===== config.mk =====
export PLATFORM = sky130hd
export DESIGN_NAME = rtc_regfile
export DESIGN_NICKNAME = d
export VERILOG_FILES = /design/src/rtl/rtc_pkg.sv /design/src/rtl/rtc_index_port.sv /design/src/rtl/rtc_regbank.sv /design/src/rtl/rtc_tick_fsm.sv /design/src/rtl/rtc_regfile.sv
export SDC_FILE = /design/constraint.sdc
export NUM_CORES = 1
export LEC_CHECK = 0
export BUFFER_PORTS_ARGS = -buffer_cell sky130_fd_sc_hd__buf_2
export CORE_ASPECT_RATIO = 1.4
export CORE_UTILIZATION = 60
export CTS_CLUSTER_DIAMETER = 200
export DETAILED_ROUTE_END_ITERATION = 7
export HOLD_SLACK_MARGIN = 0.02
export PLACE_DENSITY = 0.74
export SETUP_SLACK_MARGIN = 0.05
export SYNTH_ARGS = -nofsm -noshare
export SYNTH_HDL_FRONTEND = slang
export SYNTH_SLANG_ARGS = --single-unit

===== constraint.sdc =====
create_clock -name clk -period 2.6 [get_ports clk]
set_input_delay 0.13 -clock clk [delete_from_list [all_inputs] [get_ports clk]]
set_output_delay 0.13 -clock clk [all_outputs]
set_load 0.005 [all_outputs]

===== src/rtl/rtc_pkg.sv =====
package rtc_pkg;
    localparam int IDX_W = 4;
    localparam int DATA_W = 8;
    localparam logic [IDX_W-1:0] IDX_RATE = 4'hA;
    localparam logic [IDX_W-1:0] IDX_CTRL = 4'hB;
    localparam logic [IDX_W-1:0] IDX_LAST = 4'hD;
    localparam int TIME_BYTES = 10;
    localparam logic [DATA_W-1:0] RATE_INIT = 8'h26;
    localparam logic [DATA_W-1:0] CTRL_INIT = 8'h46;
    localparam logic [DATA_W-1:0] FLAG_MASK = 8'h80;
    localparam logic [DATA_W-1:0] CTRL_FREE = 8'h48;
    localparam logic [DATA_W-1:0] CTRL_FIXED = 8'h06;
    localparam int EN_BIT = 6;

    typedef enum logic [1:0] {
        TK_HALT  = 2'd0,
        TK_COUNT = 2'd1,
        TK_FIRE  = 2'd2
    } tick_state_t;
endpackage


===== src/rtl/rtc_index_port.sv =====
module rtc_index_port
    import rtc_pkg::*;
(
    input  logic              clk,
    input  logic              rst_n,
    input  logic              addr_we,
    input  logic [DATA_W-1:0] wdata,
    output logic [IDX_W-1:0]  idx
);
    logic in_range;

    always_comb begin
        in_range = (wdata <= DATA_W'(IDX_LAST));
    end

    always_ff @(posedge clk) begin
        if (!rst_n) begin
            idx <= '0;
        end else if (addr_we && in_range) begin
            idx <= wdata[IDX_W-1:0];
        end
    end
endmodule


===== src/rtl/rtc_regbank.sv =====
module rtc_regbank
    import rtc_pkg::*;
(
    input  logic              clk,
    input  logic              rst_n,
    input  logic [IDX_W-1:0]  idx,
    input  logic              data_we,
    input  logic              data_re,
    input  logic [DATA_W-1:0] wdata,
    output logic [DATA_W-1:0] rd_data,
    output logic [DATA_W-1:0] rate_q,
    output logic [DATA_W-1:0] ctrl_q
);
    logic [DATA_W-1:0] time_w [TIME_BYTES];
    logic [DATA_W-1:0] read_val;
    logic              rate_ok;
    logic              ctrl_ok;

    for (genvar g = 0; g < TIME_BYTES; g++) begin : g_time
        logic [DATA_W-1:0] byte_q;
        always_ff @(posedge clk) begin
            if (!rst_n) begin
                byte_q <= '0;
            end else if (data_we && idx == IDX_W'(g)) begin
                byte_q <= wdata;
            end
        end
        assign time_w[g] = byte_q;
    end

    always_comb begin
        rate_ok = (wdata == RATE_INIT);
        ctrl_ok = ((wdata & ~CTRL_FREE) == CTRL_FIXED);
    end

    always_ff @(posedge clk) begin
        if (!rst_n) begin
            rate_q <= RATE_INIT;
        end else if (data_we && idx == IDX_RATE) begin
            if (rate_ok) begin
                rate_q <= wdata;
            end
        end else if (data_re && idx == IDX_RATE) begin
            rate_q <= rate_q ^ FLAG_MASK;
        end
    end

    always_ff @(posedge clk) begin
        if (!rst_n) begin
            ctrl_q <= CTRL_INIT;
        end else if (data_we && idx == IDX_CTRL && ctrl_ok) begin
            ctrl_q <= wdata;
        end
    end

    always_comb begin
        if (idx < IDX_RATE) begin
            read_val = time_w[idx];
        end else if (idx == IDX_RATE) begin
            read_val = rate_q ^ FLAG_MASK;
        end else if (idx == IDX_CTRL) begin
            read_val = ctrl_q;
        end else begin
            read_val = '0;
        end
    end

    always_ff @(posedge clk) begin
        if (!rst_n) begin
            rd_data <= '0;
        end else if (data_re) begin
            rd_data <= read_val;
        end
    end
endmodule


===== src/rtl/rtc_tick_fsm.sv =====
module rtc_tick_fsm
    import rtc_pkg::*;
#(
    parameter int PERIOD = 64
) (
    input  logic clk,
    input  logic rst_n,
    input  logic run,
    output logic pulse
);
    localparam int CW = (PERIOD > 2) ? $clog2(PERIOD) : 1;
    localparam logic [CW-1:0] LAST = CW'(PERIOD - 1);
    localparam logic [CW-1:0] FIRST = CW'(1);

    tick_state_t       state_q, state_d;
    logic [CW-1:0]     cnt_q, cnt_d;

    always_ff @(posedge clk) begin
        if (!rst_n) begin
            state_q <= TK_HALT;
            cnt_q   <= '0;
        end else begin
            state_q <= state_d;
            cnt_q   <= cnt_d;
        end
    end

    always_comb begin
        state_d = state_q;
        cnt_d   = cnt_q;
        unique case (state_q)
            TK_HALT: begin
                if (run) begin
                    state_d = TK_COUNT;
                    cnt_d   = FIRST;
                end
            end
            TK_COUNT: begin
                if (!run) begin
                    state_d = TK_HALT;
                end else if (cnt_q == LAST) begin
                    state_d = TK_FIRE;
                end else begin
                    cnt_d = cnt_q + FIRST;
                end
            end
            TK_FIRE: begin
                if (!run) begin
                    state_d = TK_HALT;
                end else begin
                    state_d = TK_COUNT;
                    cnt_d   = FIRST;
                end
            end
            default: begin
                state_d = TK_HALT;
            end
        endcase
    end

    always_comb begin
        pulse = (state_q == TK_FIRE);
    end
endmodule


===== src/rtl/rtc_regfile.sv =====
module rtc_regfile
    import rtc_pkg::*;
#(
    parameter int PERIOD = 64
) (
    input  logic              clk,
    input  logic              rst_n,
    input  logic              addr_we,
    input  logic              data_we,
    input  logic              data_re,
    input  logic [DATA_W-1:0] wdata,
    output logic [DATA_W-1:0] rd_data,
    output logic              irq
);
    logic [IDX_W-1:0]  cur_idx;
    logic [DATA_W-1:0] rate_val;
    logic [DATA_W-1:0] ctrl_val;
    logic              tick_run;

    rtc_index_port u_index (
        .clk     (clk),
        .rst_n   (rst_n),
        .addr_we (addr_we),
        .wdata   (wdata),
        .idx     (cur_idx)
    );

    rtc_regbank u_bank (
        .clk     (clk),
        .rst_n   (rst_n),
        .idx     (cur_idx),
        .data_we (data_we),
        .data_re (data_re),
        .wdata   (wdata),
        .rd_data (rd_data),
        .rate_q  (rate_val),
        .ctrl_q  (ctrl_val)
    );

    assign tick_run = ctrl_val[EN_BIT];

    rtc_tick_fsm #(.PERIOD(PERIOD)) u_tick (
        .clk   (clk),
        .rst_n (rst_n),
        .run   (tick_run),
        .pulse (irq)
    );
endmodule


==> impl_metrics.json <==
{
  "status": "completed",
  "post-dp-hpwl_microns": 7930,
  "viasPerCell": 6.22,
  "fp.dieH_microns": 110,
  "drtAntennaViolNets": 0,
  "fin_crit_ps": 2110,
  "drive_above_1_share_pct": 16.3,
  "first_global_vias": 3598,
  "fin_crit_sh_pct": 81.1,
  "slew_headroom_pct": 53.9,
  "cts_setup_buffers": 0,
  "multi_input_area_sq_mm": 0.00249,
  "antenna_found_initial": 0,
  "avgSynthCellArea_sq_um": 9.82,
  "core_area_sq_mm": 0.00815,
  "crit_path_start_kind": "register",
  "cts_tree": "yes",
  "synthesis.area_sq_mm": 0.00501,
  "grtUsageTotal_pct": 29.1,
  "ys_types": 44,
  "finalHoldViolations": 0,
  "p_per_area_mw_per_mm2": 758,
  "clk_latency_ps": 420,
  "io_pins": 22,
  "syn_inst": 510,
  "grt_max_degree": 62,
  "worstReg2RegStart": "u_index.idx[0]",
  "hold_class": "primary input to register",
  "synth_top_flop_cell": "dfxtp_1",
  "first_iter_violations": 320,
  "syn2layout_area_growth_pct": 14.6,
  "htreeDepth": 4,
  "cts_hold_buf": 0,
  "cts.sinks": 116,
  "grt_pass1_wl_microns": 18500,
  "finalSetupTns_ps": 0,
  "numCtsBuffers": 17,
  "worstPathRequired_ps": 2880,
  "fp-row-count": 39,
  "via_count": 3963,
  "crit_start": "u_index.idx[0]",
  "drcViolationCount": 0,
  "synth_seq_cells": 116,
  "synth_nets": 524,
  "antenna_cells": 0,
  "peakVddDrop_uv": 776,
  "arrival_ps": 2380,
  "hold_start": "rst_n",
  "fin_skew_ps": 7.10,
  "initial_core_util_pct": 61.5,
  "slew_viol_final": 0,
  "tightest_slew_ps": 692,
  "cp_max_fo": 25,
  "detail_route.first_pass.iterations": 5,
  "finalSetupViolations": 0,
  "synth_seq_area_share_pct": 46.4,
  "critPathKind": "register to register",
  "seq_area_sq_mm": 0.00232,
  "synthArstFlopShare_pct": 0,
  "grt_overflow": 0,
  "cap_violations": 0,
  "globalplace.congestion": 0.817,
  "dieArea_sq_mm": 0.00872,
  "drt-total-wl_microns": 12100,
  "rsz0062_at_grt": "no",
  "wl_per_cell_microns": 19.0,
  "synth-edff-count": 0,
  "clk_pin_slew_ps": 50,
  "cts_resized": 0,
  "port_buffers": 21,
  "endpoint_kind": "register",
  "leakagePower_nw": 2.38,
  "nets": 536,
  "clk_path_buf_depth": 2,
  "nFillCells": 582,
  "final_core_util_pct": 70.5,
  "clockRootBuffer": "clkbuf_16",
  "fmax_ghz": 0.474,
  "dieWidth_microns": 79.2,
  "ys.warnings.count": 0
}
[cells in the final DEF (no fill, tap or decap), types with 3 or more instances in the layout]
cell type  synthesis  routed
and2_1             6       6
and4_1             3       3
o21ai_0           23      23
a22oi_1           21      21
a21oi_1           30      30
buf_2              8      21
dfxtp_1          116     115
or3_1              6       6
nor2b_1            4       4
clkinv_4           0       4
inv_1              3       3
clkinv_2           0       5
mux4_2            16      16
nor2_1            70      70
nand4_1            3       3
clkbuf_16          0      17
buf_4              7      10
nand2_1           40      40
nand3_1           17      17
bufinv_16          0       3
and3_1             6       6
nand2b_1           4       4
mux2i_1           77      77
[metal layers]
metal  global-route usage, %  vias up  routed length, microns
li1                        -     1848                       -
met1                    33.1     1927                    4840
met2                    49.0      150                    6110
met3                    7.90       38                     666
met4                    17.1        0                     485
met5                       0        -                       0
[path summary, 6_finish.rpt]
kind	endpoint	slack [ps]	cells after the start
worst max-delay path	u_bank.g_time[1].byte_q[6]	490	3
worst min-delay path	u_bank.ctrl_q[6]	70	2
worst max register to register	u_bank.g_time[1].byte_q[6]	490	3
worst min register to register	u_bank.rate_q[5]	440	1
[state kept, by name, indices dropped and copies added, names as in the netlist]
signal                flops
u_bank.ctrl_q             8
u_bank.g_time.byte_q     80
u_bank.rate_q             8
u_bank.rd_data            8
u_index.idx               4
u_tick.cnt_q              6
u_tick.state_q            2
[stage by stage]
step | total power, mW | setup WS, ps | hold slack [ps] | cell area, sq um | std cells
after global placement | 2.02 | 588 | 424 | 5130 | 605
final | 4.35 | 491 | 67.1 | 5740 | 637
after detailed placement | 2.02 | 512 | 431 | 5130 | 605
after global routing | 4.49 | 327 | 67.1 | 5740 | 637
after CTS | 4.37 | 471 | 49.9 | 5740 | 637
after floorplan | 1.96 | 1160 | 259 | 5010 | 510
[worst max-delay path: stages (launching register included)]
cell and delay, ps:
dfxtp_2 770, nand4b_1 700, mux2i_1 410, nor2_1 80
[final cells by class]
cell class,instances,share of cell area [%]
clock inverter,13,2.75
timing repair buffer,31,3.14
clock buffer,19,7.89
inverter,4,0.261
multi-input combinational,352,43.3
tap,102,2.22
sequential,116,40.5
[cells in the mapped netlist, types with 2 or more instances]
cell | count | area share, %
dfxtp_1 | 116 | 46
mux2i_1 | 77 | 15
nor2_1 | 70 | 5.2
nand2_1 | 40 | 3.0
a21oi_1 | 30 | 3.0
o21ai_0 | 23 | 2.3
a22oi_1 | 21 | 3.1
clkbuf_1 | 17 | 1.3
nand3_1 | 17 | 1.7
mux4_2 | 16 | 7.2
buf_2 | 8 | 0.80
buf_4 | 7 | 1.0
and2_1 | 6 | 0.75
and3_1 | 6 | 0.75
or3_1 | 6 | 0.75
buf_1 | 5 | 0.37
nand2b_1 | 4 | 0.50
nor2b_1 | 4 | 0.50
and4_1 | 3 | 0.52
inv_1 | 3 | 0.22
nand4_1 | 3 | 0.37
nand3_2 | 2 | 0.40
nand3b_1 | 2 | 0.30
nand4b_1 | 2 | 0.35
nor4b_1 | 2 | 0.35
o211ai_1 | 2 | 0.30
[power breakdown]
group | internal (mW) | switching (mW)
sequential | 1.80 | 0.0193
combinational | 0.0581 | 0.112
clock | 1.55 | 0.817
total | 3.41 | 0.947
[cell families (layout without fill, tap and decap cells)]
logic type      after synthesis  in the layout  synth area share (%)
flops                       116            116                  46.4
buf+inv                      42             67                  4.02
xor+xnor                      1              1                 0.175
fa+ha+maj                     1              1                 0.250
mux                          93             93                  22.6
simple gates                174            174                  16.8
compound gates               83             83                  9.82
No activity file was read; power rests on OpenSTA's default activity.
